==> config.mk <==
export PLATFORM = sky130hd
export DESIGN_NAME = prg_bank_map
export DESIGN_NICKNAME = d
export VERILOG_FILES = /design/src/rtl/prg_map_pkg.sv /design/src/rtl/prg_map_regs.sv /design/src/rtl/prg_map_decode.sv /design/src/rtl/prg_bank_map.sv
export SDC_FILE = /design/constraint.sdc
export NUM_CORES = 1
export LEC_CHECK = 0
export BUFFER_PORTS_ARGS = -buffer_cell sky130_fd_sc_hd__clkbuf_2
export CAP_MARGIN = 20
export CORE_MARGIN = 4
export CORE_UTILIZATION = 59
export CTS_CLUSTER_SIZE = 24
export DETAILED_ROUTE_END_ITERATION = 12
export PLACE_DENSITY = 0.85
export SLEW_MARGIN = 40
export SYNTH_ARGS = -nofsm -noshare
export SYNTH_HDL_FRONTEND = slang
export SYNTH_SLANG_ARGS = --single-unit
==> constraint.sdc <==
create_clock -name clk -period 2.84 [get_ports clk]
set_input_delay 0.142 -clock clk [delete_from_list [all_inputs] [get_ports clk]]
set_output_delay 0.142 -clock clk [all_outputs]
set_load 0.03 [all_outputs]
==> src/rtl/prg_map_pkg.sv <==
package prg_map_pkg;
    localparam int DATA_W   = 8;
    localparam int NUM_REGS = 4;

    typedef enum logic [1:0] {
        LAYOUT_32K    = 2'd0,
        LAYOUT_16_16  = 2'd1,
        LAYOUT_16_8_8 = 2'd2,
        LAYOUT_8X4    = 2'd3
    } layout_e;
endpackage

==> src/rtl/prg_map_regs.sv <==
module prg_map_regs
    import prg_map_pkg::*;
#(
    parameter int RAM_W = 3
) (
    input  logic                                clk,
    input  logic                                rst_n,
    input  logic                                wr_en,
    input  logic [2:0]                          wr_addr,
    input  logic [DATA_W-1:0]                   wr_data,
    output layout_e                             layout,
    output logic [NUM_REGS-1:0][DATA_W-1:0]     bank_regs,
    output logic [RAM_W-1:0]                    win_bank
);
    typedef struct packed {
        layout_e                            layout;
        logic [NUM_REGS-1:0][DATA_W-1:0]    bank;
        logic [RAM_W-1:0]                   win;
    } state_t;

    state_t state_d, state_q;

    always_comb begin
        state_d = state_q;
        if (wr_en) begin
            if (!wr_addr[2]) begin
                state_d.bank[wr_addr[1:0]] = wr_data;
            end else if (wr_addr[1:0] == 2'd0) begin
                state_d.layout = layout_e'(wr_data[1:0]);
            end else if (wr_addr[1:0] == 2'd1) begin
                state_d.win = wr_data[RAM_W-1:0];
            end
        end
    end

    always_ff @(posedge clk) begin
        if (!rst_n) begin
            state_q.layout <= LAYOUT_8X4;
            state_q.win    <= '0;
            for (int i = 0; i < NUM_REGS - 1; i++) begin
                state_q.bank[i] <= 8'h80;
            end
            state_q.bank[NUM_REGS-1] <= '1;
        end else begin
            state_q <= state_d;
        end
    end

    assign layout    = state_q.layout;
    assign bank_regs = state_q.bank;
    assign win_bank  = state_q.win;


    mode_write_chk: assert property (@(posedge clk) disable iff (!rst_n)
        (wr_en && wr_addr == 3'd4) |=> (layout == layout_e'($past(wr_data[1:0]))));


    unused_index_chk: assert property (@(posedge clk) disable iff (!rst_n)
        (wr_en && wr_addr[2:1] == 2'b11) |=> $stable(state_q));
endmodule

==> src/rtl/prg_map_decode.sv <==
module prg_map_decode
    import prg_map_pkg::*;
#(
    parameter int RAM_W    = 3,
    parameter int ROM_LOG2 = 6
) (
    input  layout_e                             layout,
    input  logic [NUM_REGS-1:0][DATA_W-1:0]     bank_regs,
    input  logic [RAM_W-1:0]                    win_bank,
    input  logic [2:0]                          addr_hi,
    output logic [DATA_W-2:0]                   rom_bank,
    output logic [RAM_W-1:0]                    ram_bank,
    output logic                                ram_sel
);
    localparam int BANK_W = DATA_W - 1;
    localparam logic [BANK_W-1:0] ROM_MASK = BANK_W'((1 << ROM_LOG2) - 1);

    logic [BANK_W-1:0] rom_raw;
    logic [1:0]        quarter;
    logic [DATA_W-1:0] r1, r2, r3;
    logic              unused_top_flag;

    assign quarter         = addr_hi[1:0];
    assign r1              = bank_regs[1];
    assign r2              = bank_regs[2];
    assign r3              = bank_regs[3];
    assign unused_top_flag = r3[DATA_W-1];

    always_comb begin
        rom_raw  = '0;
        ram_bank = '0;
        ram_sel  = 1'b0;
        if (addr_hi[2]) begin
            unique case (layout)
                LAYOUT_32K: begin
                    rom_raw = {r3[BANK_W-1:2], quarter};
                end
                LAYOUT_16_16: begin
                    if (!quarter[1]) begin
                        if (!r1[DATA_W-1]) begin
                            ram_sel  = 1'b1;
                            ram_bank = {r1[RAM_W-1:1], quarter[0]};
                        end else begin
                            rom_raw = {r1[BANK_W-1:1], quarter[0]};
                        end
                    end else begin
                        rom_raw = {r3[BANK_W-1:1], quarter[0]};
                    end
                end
                LAYOUT_16_8_8: begin
                    if (!quarter[1]) begin
                        if (!r1[DATA_W-1]) begin
                            ram_sel  = 1'b1;
                            ram_bank = {r1[RAM_W-1:1], quarter[0]};
                        end else begin
                            rom_raw = {r1[BANK_W-1:1], quarter[0]};
                        end
                    end else if (!quarter[0]) begin
                        if (!r2[DATA_W-1]) begin
                            ram_sel  = 1'b1;
                            ram_bank = r2[RAM_W-1:0];
                        end else begin
                            rom_raw = r2[BANK_W-1:0];
                        end
                    end else begin
                        rom_raw = r3[BANK_W-1:0];
                    end
                end
                default: begin
                    if (quarter == 2'd3) begin
                        rom_raw = r3[BANK_W-1:0];
                    end else if (!bank_regs[quarter][DATA_W-1]) begin
                        ram_sel  = 1'b1;
                        ram_bank = bank_regs[quarter][RAM_W-1:0];
                    end else begin
                        rom_raw = bank_regs[quarter][BANK_W-1:0];
                    end
                end
            endcase
        end else if (addr_hi[1:0] == 2'b11) begin
            ram_sel  = 1'b1;
            ram_bank = win_bank;
        end
    end

    assign rom_bank = rom_raw & ROM_MASK;
endmodule

==> src/rtl/prg_bank_map.sv <==
module prg_bank_map
    import prg_map_pkg::*;
#(
    parameter int RAM_W    = 3,
    parameter int ROM_LOG2 = 6
) (
    input  logic              clk,
    input  logic              rst_n,
    input  logic              wr_en,
    input  logic [2:0]        wr_addr,
    input  logic [7:0]        wr_data,
    input  logic [15:0]       cpu_addr,
    output logic [6:0]        rom_bank,
    output logic [RAM_W-1:0]  ram_bank,
    output logic              ram_sel
);
    layout_e                         layout;
    logic [NUM_REGS-1:0][DATA_W-1:0] bank_regs;
    logic [RAM_W-1:0]                win_bank;
    logic                            unused_addr_low;

    assign unused_addr_low = ^cpu_addr[12:0];

    prg_map_regs #(.RAM_W(RAM_W)) u_regs (
        .clk       (clk),
        .rst_n     (rst_n),
        .wr_en     (wr_en),
        .wr_addr   (wr_addr),
        .wr_data   (wr_data),
        .layout    (layout),
        .bank_regs (bank_regs),
        .win_bank  (win_bank)
    );

    prg_map_decode #(.RAM_W(RAM_W), .ROM_LOG2(ROM_LOG2)) u_decode (
        .layout    (layout),
        .bank_regs (bank_regs),
        .win_bank  (win_bank),
        .addr_hi   (cpu_addr[15:13]),
        .rom_bank  (rom_bank),
        .ram_bank  (ram_bank),
        .ram_sel   (ram_sel)
    );


    top_window_rom_chk: assert property (@(posedge clk) disable iff (!rst_n)
        (cpu_addr[15:13] == 3'b111) |-> !ram_sel);


    ram_window_chk: assert property (@(posedge clk) disable iff (!rst_n)
        (cpu_addr[15:13] == 3'b011) |-> (ram_sel && ram_bank == win_bank));


    low_space_chk: assert property (@(posedge clk) disable iff (!rst_n)
        (cpu_addr[15:13] < 3'b011) |-> (!ram_sel && rom_bank == '0 && ram_bank == '0));


    single_window_rom_chk: assert property (@(posedge clk) disable iff (!rst_n)
        (layout == LAYOUT_32K && cpu_addr[15]) |-> !ram_sel);


    rom_range_chk: assert property (@(posedge clk) disable iff (!rst_n)
        32'(rom_bank) < (32'd1 << ROM_LOG2));


    exclusive_out_chk: assert property (@(posedge clk) disable iff (!rst_n)
        ram_sel ? (rom_bank == '0) : (ram_bank == '0));
endmodule

==> metrics, run 1 <==
net count of the mapped netlist 248; maximum number of pins on one net before global-route repair 33; via count of the first global-routing pass 1602; clock buffers created by TritonCTS 5; cell breakdown of the critical path nand2_1 > a2bb2o_4 > nand2_1 > a41oi_2 > clkbuf_2; height of the chip 66.65 um; slack of the worst reg-to-reg path 1840 ps; horizontal extent of the die 66.65 um; post-detailed-route count of antenna-violating nets 0; maximum vdd drop 310.2 uV; DR DRC count 0; Starting Density 60.82%; Period Utilization, post-route 82.54%; data arrival time of the critical path 2200 ps; met2 track utilization from global routing 35.27%; antenna cells 0; post-CTS setup repair buffer count 0; leakage power 0.8100 nW; mean cell area of the mapped netlist 9.309 um^2; max-slew violations 0; number of hold buffers added after cts 0; ratio of cells with drive above 1 in the final layout 20.26%; H-tree Lvls 2; most used cell along the critical path nand2_1; met3 global-route usage 6.914%; Finish-stage setup viols 0; Hold Crit Class in2reg; final weighted congestion in routability-driven placement 0.8074; DP HPWL 3.115 mm; capture endpoint of the worst hold path u_regs.bank_regs[15]$_SDFFE_PN1P_; most common flop cell mapped by yosys dfxtp_1; Synth area leader dfxtp_1; total number of clock tree sinks 32; asr flop ratio synth 0%; Vias/cell 6.209; die footprint 4442 um^2; busiest layer in global routing met2; total power density per cell area 449.9 nW/um^2; final layout net count 261; count of fill cells added during filler insertion 304; clock latency at the later pin of the worst-skew pair 330 ps; count of routing violations after the opening detailed-route iteration 97; kind of end point of the critical path output port; run status finished, final reports clean; capture instance of the worst register-to-register path u_regs.layout[0]$_SDFFE_PN1P_; clk root buf clkbuf_4; final hold violation count 0; hold_sp wr_data[7]; critical path's largest stage delay 690 ps; Area growth, synth to finish 6.473%; Critical Path Source Type flip-flop; Reg clk slew, reported paths 100 ps; unrepaired setup endpoints after global routing false; count of yosys warnings during synthesis 0; setup TNS 0 ps; portion of the post-synthesis area used by sequential elements 31.57%; first-pass iteration count of the detailed router 4; overflow left after global routing 0; synthesized area 2029 um^2; Clock Path Buffers 2; cell depth of the worst flop-to-flop path 2; # resized after CTS 0; top area cells in the synthesized netlist dfxtp_1 32%, mux2i_1 16%, nor2b_1 7.4%, mux4_2 6.7%, nand2_1 5.7%; unique cell type count in the Yosys netlist 40; TritonCTS clock tree done; number of placed I/O pins 41; Synth top cells by count 33 x mux2i_1, 32 x dfxtp_1, 31 x nand2_1; required arrival time at the worst endpoint 2700 ps; routed len/inst 16.40 um; number of synthesized register bits 32; area share of the leading cell type in the synthesized netlist 31.57%; largest clock skew in the final design 0 ps; final core area utilization 64.75%; highest achievable clock rate 0.4266 GHz; count of mapped cells out of synthesis 218; wire length reported by the detailed router 4.558 mm; wire length of the first global-routing pass 7.583 mm; slew at the pin with the worst max-slew slack 666.4 ps; count leader, synth mux2i_1; GR Util All Layers 22.85%; tightest slew margin relative to the limit 55.57%; CP delay by family, top flip-flops; Final min period 2344 ps; total of max-cap violations 0; initial antenna violation count 0; CP max FO 19; row count 21; Vias 1726; Crit Path Class reg2out; # port buffers 25; number of enable flip-flop cells after synthesis 0; grt met1 use 29.18%; Buffers & Inverters on Critical Path 1; standard cell core area 3337 um^2; hold path cells 3; origin of the critical flop-to-flop path u_regs.layout[0]$_SDFFE_PN1P_; slowest cell on the critical path dfxtp_1
## state kept, by name, summed over array words and instances, names as in the netlist
name	cells
u_regs.bank_regs	27
u_regs.win_bank	3
u_regs.layout	2
## final cells by class
cell class / instances / area [um^2] / area share [%]
Clock buffer: 6 / 41.29 / 1.911
Inverter: 2 / 7.507 / 0.3474
Sequential cell: 32 / 640.6 / 29.65
Timing Repair Buffer: 26 / 132.6 / 6.138
Multi-Input combinational cell: 164 / 1246 / 57.67
Tap cell: 46 / 57.56 / 2.664
Clock inverter: 2 / 35.03 / 1.621
## stage by stage
step	power, W	cell area [um^2]	cells	worst slack [ps]	hold slack, ps
final	0.0009722	2161	278	495.8	59.99
after global routing	0.001015	2161	278	339.5	52.35
after CTS	0.0009797	2161	278	522.8	53.22
after detailed placement	0.0006420	2085	270	863.5	410.2
after global placement	0.0006384	2085	270	852.3	397.4
after floorplan	0.0006036	2029	218	975.8	267.1
## placed cells by master, fill, tap and decap left out, types with 2 or more instances in the layout
cell type and instances:
nand3_1 2, nor2_2 2, nor2b_1 24, and4_1 3, o21ai_0 3, a311oi_1 4
and3b_1 3, nor3_1 3, dfxtp_1 32, mux4_2 6, nand2_1 31, a221oi_1 6
o211ai_1 9, a21oi_1 13, clkbuf_4 5, nand4b_1 2, o2111ai_1 2, clkbuf_2 25
nor2_1 3, mux2i_1 33
## kinds of logic after synthesis
group,after synthesis,share of synthesized area (%)
XOR/XNOR,1,0.4316
other,1,0.1848
multiplexers,39,22.93
buffers and inverters,22,7.028
flip-flops,32,31.57
AO/OA/AOI/OAI,44,16.65
AND/OR/NAND/NOR,79,21.21
## tightest hold or removal path: stages
cell,delay (ps)
clkbuf_2,110
mux2i_1,70
nand2_1,60
## per-layer routing
| layer | wire (um) | part of all wire (%) |
|---|---|---|
| met5 | 0 | 0 |
| met4 | 58 | 1.3 |
| met3 | 298 | 6.5 |
| met2 | 2168 | 48 |
| met1 | 2033 | 45 |
## power by group
part / switching (W) / total [W] / internal, W
clock network: 0.000156 / 0.000340 / 0.000184
logic: 0.0000968 / 0.000162 / 0.0000652
registers: 0.0000119 / 0.000470 / 0.000458
## worst max-delay path by stage
| stage | start | to | slack [ps] | depth (start not counted) |
|---|---|---|---|---|
| after detailed placement | cpu_addr[13] | rom_bank[2] | 860 | 6 |
| after global placement | cpu_addr[13] | rom_bank[2] | 850 | 6 |
| after global routing | u_regs.layout[0]$_SDFFE_PN1P_ | ram_bank[0] | 340 | 5 |
| after CTS | u_regs.layout[0]$_SDFFE_PN1P_ | ram_bank[0] | 520 | 5 |
| after floorplan | u_regs.bank_regs[15]$_SDFFE_PN1P_ | rom_bank[1] | 980 | 5 |
| final | u_regs.layout[0]$_SDFFE_PN1P_ | ram_bank[0] | 500 | 5 |
No activity file was read; power rests on OpenSTA's default activity.
==> run 2: changes to the inputs <==
- ABC_AREA: not set -> 1
- CORE_UTILIZATION: 59 -> 55
- PLACE_DENSITY: 0.85 -> 0.8
- clock period: 2.84 -> 2.3 ns (I/O delays scaled with it)
==> run 2 against run 1 <==
- clock skew is the same
- critical path type unchanged
- clock-buffer cell count is the same
- setup slack lost 150 ps
- final area grew 3.9%
- core utilization is essentially flat
- final cell count grew 50%
- via count grew 27%
- highest routed layer unchanged
- flip-flop and latch count grew 1
- hold slack gained 35 ps
- critical endpoint is now rom_bank[5]
- clock power grew 21%
==> metrics, run 2 <==
run status finished, final reports clean; TritonCTS clock tree done; kind of end point of the critical path output port; count of yosys warnings during synthesis 0; total power density per cell area 564.2 nW/um^2; final weighted congestion in routability-driven placement 0.9151; unrepaired setup endpoints after global routing false; routed len/inst 12.61 um; Clock Path Buffers 2; wire length of the first global-routing pass 8.907 mm; top area cells in the synthesized netlist dfxtp_1 32%, nand2_1 20%, nor2_1 9.6%, o21ai_0 8.1%, inv_1 6.8%; slew at the pin with the worst max-slew slack 549.8 ps; # resized after CTS 0; height of the chip 68.90 um; initial antenna violation count 0; number of synthesized register bits 33; Crit Path Class reg2out; largest clock skew in the final design 0 ps; number of hold buffers added after cts 0; Vias 2192; via count of the first global-routing pass 1908; most common library cell in the layout ignoring fill and taps nand2_1; DP HPWL 3.989 mm; setup TNS 0 ps; tightest slew margin relative to the limit 63.35%; highest achievable clock rate 0.5120 GHz; synthesized area 2039 um^2; count of mapped cells out of synthesis 349; wire length reported by the detailed router 5.244 mm; Finish-stage setup viols 0; mean cell area of the mapped netlist 5.844 um^2; total number of clock tree sinks 33; GR Util All Layers 25.21%; count leader, synth nand2_1; H-tree Lvls 2; number of enable flip-flop cells after synthesis 0; Critical Path Source Type flip-flop; final layout net count 399; final hold violation count 0; slack of the worst reg-to-reg path 1450 ps; count of routing violations after the opening detailed-route iteration 247; unique cell type count in the Yosys netlist 20; Area growth, synth to finish 10.06%; Synth top cells by count 106 x nand2_1, 52 x nor2_1, 37 x inv_1; max reg flops 28; max-slew violations 0; # port buffers 25; DR DRC count 0; Vias/cell 5.269; Final min period 1953 ps; leakage power 1.156 nW; Non-Filler Instances 416; data arrival time of the critical path 1840 ps; overflow left after global routing 0; Final Hold Slack 95.34 ps; clock latency at the later pin of the worst-skew pair 280 ps; maximum number of pins on one net before global-route repair 34; net count of the mapped netlist 379; required arrival time at the worst endpoint 2180 ps; standard cell core area 3468 um^2; most frequent cells in the layout 106 x nand2_1, 52 x nor2_1, 37 x inv_1, 33 x o21ai_0, 33 x dfxtp_1; antenna cells 0; Period Utilization, post-route 84.92%; asr flop ratio synth 0%; horizontal extent of the die 68.90 um; portion of the post-synthesis area used by sequential elements 32.39%; Hold Crit Class in2reg; most common flop cell mapped by yosys dfxtp_1; maximum vdd drop 506.2 uV; first-pass iteration count of the detailed router 4; clock buffers created by TritonCTS 5; number of placed I/O pins 41; CP max FO 7; area share of the leading cell type in the synthesized netlist 32.39%; Cells after DPL 408; Synth area leader dfxtp_1; count of fill cells added during filler insertion 354; die footprint 4747 um^2; total of max-cap violations 0; Starting Density 58.80%; clk root buf clkbuf_8; ratio of cells with drive above 1 in the final layout 10.00%; Reg clk slew, reported paths 70 ps; row count 21; cell area after layout 2245 um^2; post-detailed-route count of antenna-violating nets 0; cell area reported after detailed placement 2162 um^2; post-CTS setup repair buffer count 0
[run 2: changes by cell type after synthesis, sizes merged, moves of 4 or more]
cell and change:
inv +37, nor2b -24, nor2 +47, nand2 +76, a221oi -7, o21ai +38, mux2i -33, a311oi -4
buf -7, mux4 -6, a21oi +4, nand3 +23
[run 2: through the flow]
step / worst slack, ps / power (W) / utilization (%)
2_1_floorplan: 777.0 / 0.0008001 / -
3_3_place_gp: 539.4 / 0.0008611 / 62.34
3_5_place_dp: 523.6 / 0.0008650 / 62.34
4_1_cts: 369.2 / 0.001273 / 64.72
5_1_grt: 142.0 / 0.001339 / 64.72
6_report: 346.7 / 0.001266 / 64.72
[run 2: report_power, final]
| group | switching, W | internal, W | total [W] | leakage, nW |
|---|---|---|---|---|
| Combinational | 0.000170 | 0.0000774 | 0.000248 | 0.842 |
| Clock | 0.000202 | 0.000209 | 0.000411 | 0.0450 |
| Sequential | 0.0000156 | 0.000592 | 0.000607 | 0.269 |
[run 2: cell type report]
type	instances	area, um^2	share of cell area, %
clock inverter	2	10.01	0.4459
timing repair buffer	25	125.1	5.574
inverter	39	146.4	6.522
tap	46	57.56	2.564
clock buffer	6	72.57	3.233
multi-input combinational	265	1172	52.23
sequential	33	660.6	29.43
[run 2: critical path: stages, from the launching register on]
cell and delay (ps):
dfxtp_1 460, inv_1 140, nand2_1 80, nand3_1 110, nand2_1 140, nand2_1 120
o21bai_1 150, nand2_1 60, nor2_1 80, clkbuf_2 200
[run 2: logic make-up (layout without fill, tap and decap cells)]
family                 Yosys count  after routing  synth area share, %
AOI/OAI and AO/OA               74             74                20.06
buffers and inverters           51             72                10.12
DFF                             33             33                32.39
other                            1              1               0.1839
and+or+nand+nor                190            190                37.24
[run 2: final timing paths]
kind,from,end,cells past startpoint
worst max-delay path,u_regs.bank_regs[23]$_SDFFE_PN1P_,rom_bank[5],9
worst min-delay path,wr_data[3],u_regs.bank_regs[27]$_SDFFE_PN1P_,3
worst max register to register,u_regs.bank_regs[23]$_SDFFE_PN1P_,u_regs.bank_regs[23]$_SDFFE_PN1P_,2
worst min register to register,u_regs.bank_regs[21]$_SDFFE_PN0P_,u_regs.bank_regs[21]$_SDFFE_PN0P_,2
[run 2: routing by layer]
metal	GRT usage [%]	vias to the layer above	part of all wire, %	wire length [um]
met5	0	-	0	0
met4	8.516	0	1.6	82
met3	4.862	7	7.7	403
met2	36.90	66	42	2220
met1	36.74	951	48	2537
li1	-	1168	-	-
==> run 3: changes to the inputs <==
- ABC_AREA: 1 -> 0
- CORE_UTILIZATION: 55 -> 49
- PLACE_DENSITY: 0.8 -> 0.75
- clock period: 2.3 -> 1.72 ns (I/O delays scaled with it)
==> run 3 against run 2 <==
- the run now ends with negative setup slack left
- combinational power grew 39%
- routed wire length shrank 4.0%
- flip-flop and latch count shrank 1
- sequential share of layout area shrank 3.3 points
- critical path depth shrank 4
- critical endpoint is now ram_bank[1]
==> metrics, run 3 (same netlist as run 1, synthesis figures left out) <==
run status finished with violations; violations in the final reports negative setup slack; critical path's largest stage delay 400 ps; clock latency at the later pin of the worst-skew pair 290 ps; final weighted congestion in routability-driven placement 0.8173; maximum number of pins on one net before global-route repair 33; highest achievable clock rate 0.5527 GHz; post-route worst setup slack -89.26 ps; H-tree Lvls 2; slew at the pin with the worst max-slew slack 527.8 ps; final hold violation count 0; largest clock skew in the final design 0 ps; cell breakdown of the critical path or3b_4 > a2bb2o_4 > nand2_1 > a21oi_2 > clkbuf_8; # port buffers 25; Area growth, synth to finish 24.97%; max reg flops 27; launching instance or port of the critical path u_regs.bank_regs[23]$_SDFFE_PN1P_; Period Utilization, post-route 105.2%; Clock Path Buffers 2; total number of clock tree sinks 32; TritonCTS clock tree done; final layout net count 286; Hold Crit Class in2reg; Final Hold Slack 52.19 ps; origin of the critical flop-to-flop path u_regs.layout[0]$_SDFFE_PN1P_; leakage power 0.9716 nW; initial antenna violation count 0; overflow left after global routing 0; clock buffers created by TritonCTS 5; maximum vdd drop 522.5 uV; height of the chip 72.36 um; hold_sp wr_data[7]; routed len/inst 16.39 um; cell area reported after detailed placement 2246 um^2; Finish-stage setup viols 6; Vias 1790; Crit Path Class reg2out; row count 23; unrepaired setup endpoints after global routing true; Starting Density 50.74%; Vias/cell 5.831; total met3 wirelength after detailed routing 367 um; top sig layer met4; Final min period 1809 ps; most frequent cells in the layout 33 x mux2i_1, 30 x nand2_1, 30 x buf_4, 23 x nor2b_1, 22 x dfxtp_1; max-slew violations 0; slack of the worst reg-to-reg path 860 ps; total of max-cap violations 0; required arrival time at the worst endpoint 1630 ps; routed length on met1 2.180 mm; CP max FO 6; DP HPWL 3.353 mm; slowest cell on the critical path or3b_4; cell area after layout 2536 um^2; GR Util All Layers 20.65%; post-placement worst setup slack 29.68 ps; number of placed I/O pins 41; ratio of cells with drive above 1 in the final layout 36.58%; most common library cell in the layout ignoring fill and taps mux2i_1; amount of wire on met2 after detailed routing 2.330 mm; via count of the first global-routing pass 1711; antenna cells 0; clk root buf clkbuf_8; Reg clk slew, reported paths 60 ps; number of hold buffers added after cts 0; tightest slew margin relative to the limit 64.81%; Critical Path Source Type flip-flop; wire length reported by the detailed router 5.032 mm; wire length of the first global-routing pass 8.252 mm; data arrival time of the critical path 1720 ps; standard cell core area 4000 um^2; DR DRC count 0; total power density per cell area 672.7 nW/um^2; kind of end point of the critical path output port; count of routing violations after the opening detailed-route iteration 143; first-pass iteration count of the detailed router 4; horizontal extent of the die 72.36 um; die footprint 5235 um^2; post-detailed-route count of antenna-violating nets 0
-- run 3: power by group --
| group | switching [W] | internal [W] |
|---|---|---|
| logic | 0.000187 | 0.000158 |
| registers | 0.0000134 | 0.000753 |
| clock network | 0.000268 | 0.000326 |
-- run 3: metrics by stage --
stage                     utilization (%)  total power [W]  cells  TNS [ps]
after floorplan                         -         0.001004    218    -88.22
after global placement              56.15         0.001083    290         0
after detailed placement            56.15         0.001087    290         0
after CTS                           63.15         0.001713    307    -350.7
after global routing                63.40         0.001774    307    -949.9
final                               63.40         0.001706    307    -310.7
-- run 3: area by class of cell --
type | instances | area [um^2]
repair buffers | 51 | 386.6
well taps | 50 | 62.56
fillers | 329 | 1464
multi-input cells | 164 | 1326
clock buffers | 8 | 90.09
inverters | 2 | 7.507
flip-flops and latches | 32 | 663.1
-- run 3: worst max-delay path: cells and delay by family, from the launching register on --
kind	cells	cell delay, ps
compound gates	2	410
buf+inv	1	180
flops	1	370
simple gates	2	470
-- run 3: final timing paths --
kind / to / depth (start not counted)
worst max-delay path: ram_bank[1] / 5
worst min-delay path: u_regs.bank_regs[23]$_SDFFE_PN1P_ / 3
worst max register to register: u_regs.layout[0]$_SDFFE_PN1P_ / 3
worst min register to register: u_regs.bank_regs[7]$_SDFFE_PN1P_ / 2
-- run 3: timing repair --
item | 4_1_cts | 5_1_grt
gates resized for setup | 38 | 11
pin swaps | 14 | 3
setup buffers | 9 | 0
setup endpoints to repair | 10 | 10
-- run 3: per-layer routing --
| metal | vias up | GRT usage, % |
|---|---|---|
| met5 | - | 0 |
| met4 | 0 | 10.65 |
| met3 | 14 | 4.571 |
| met2 | 69 | 32.66 |
| met1 | 826 | 26.32 |
| li1 | 881 | - |
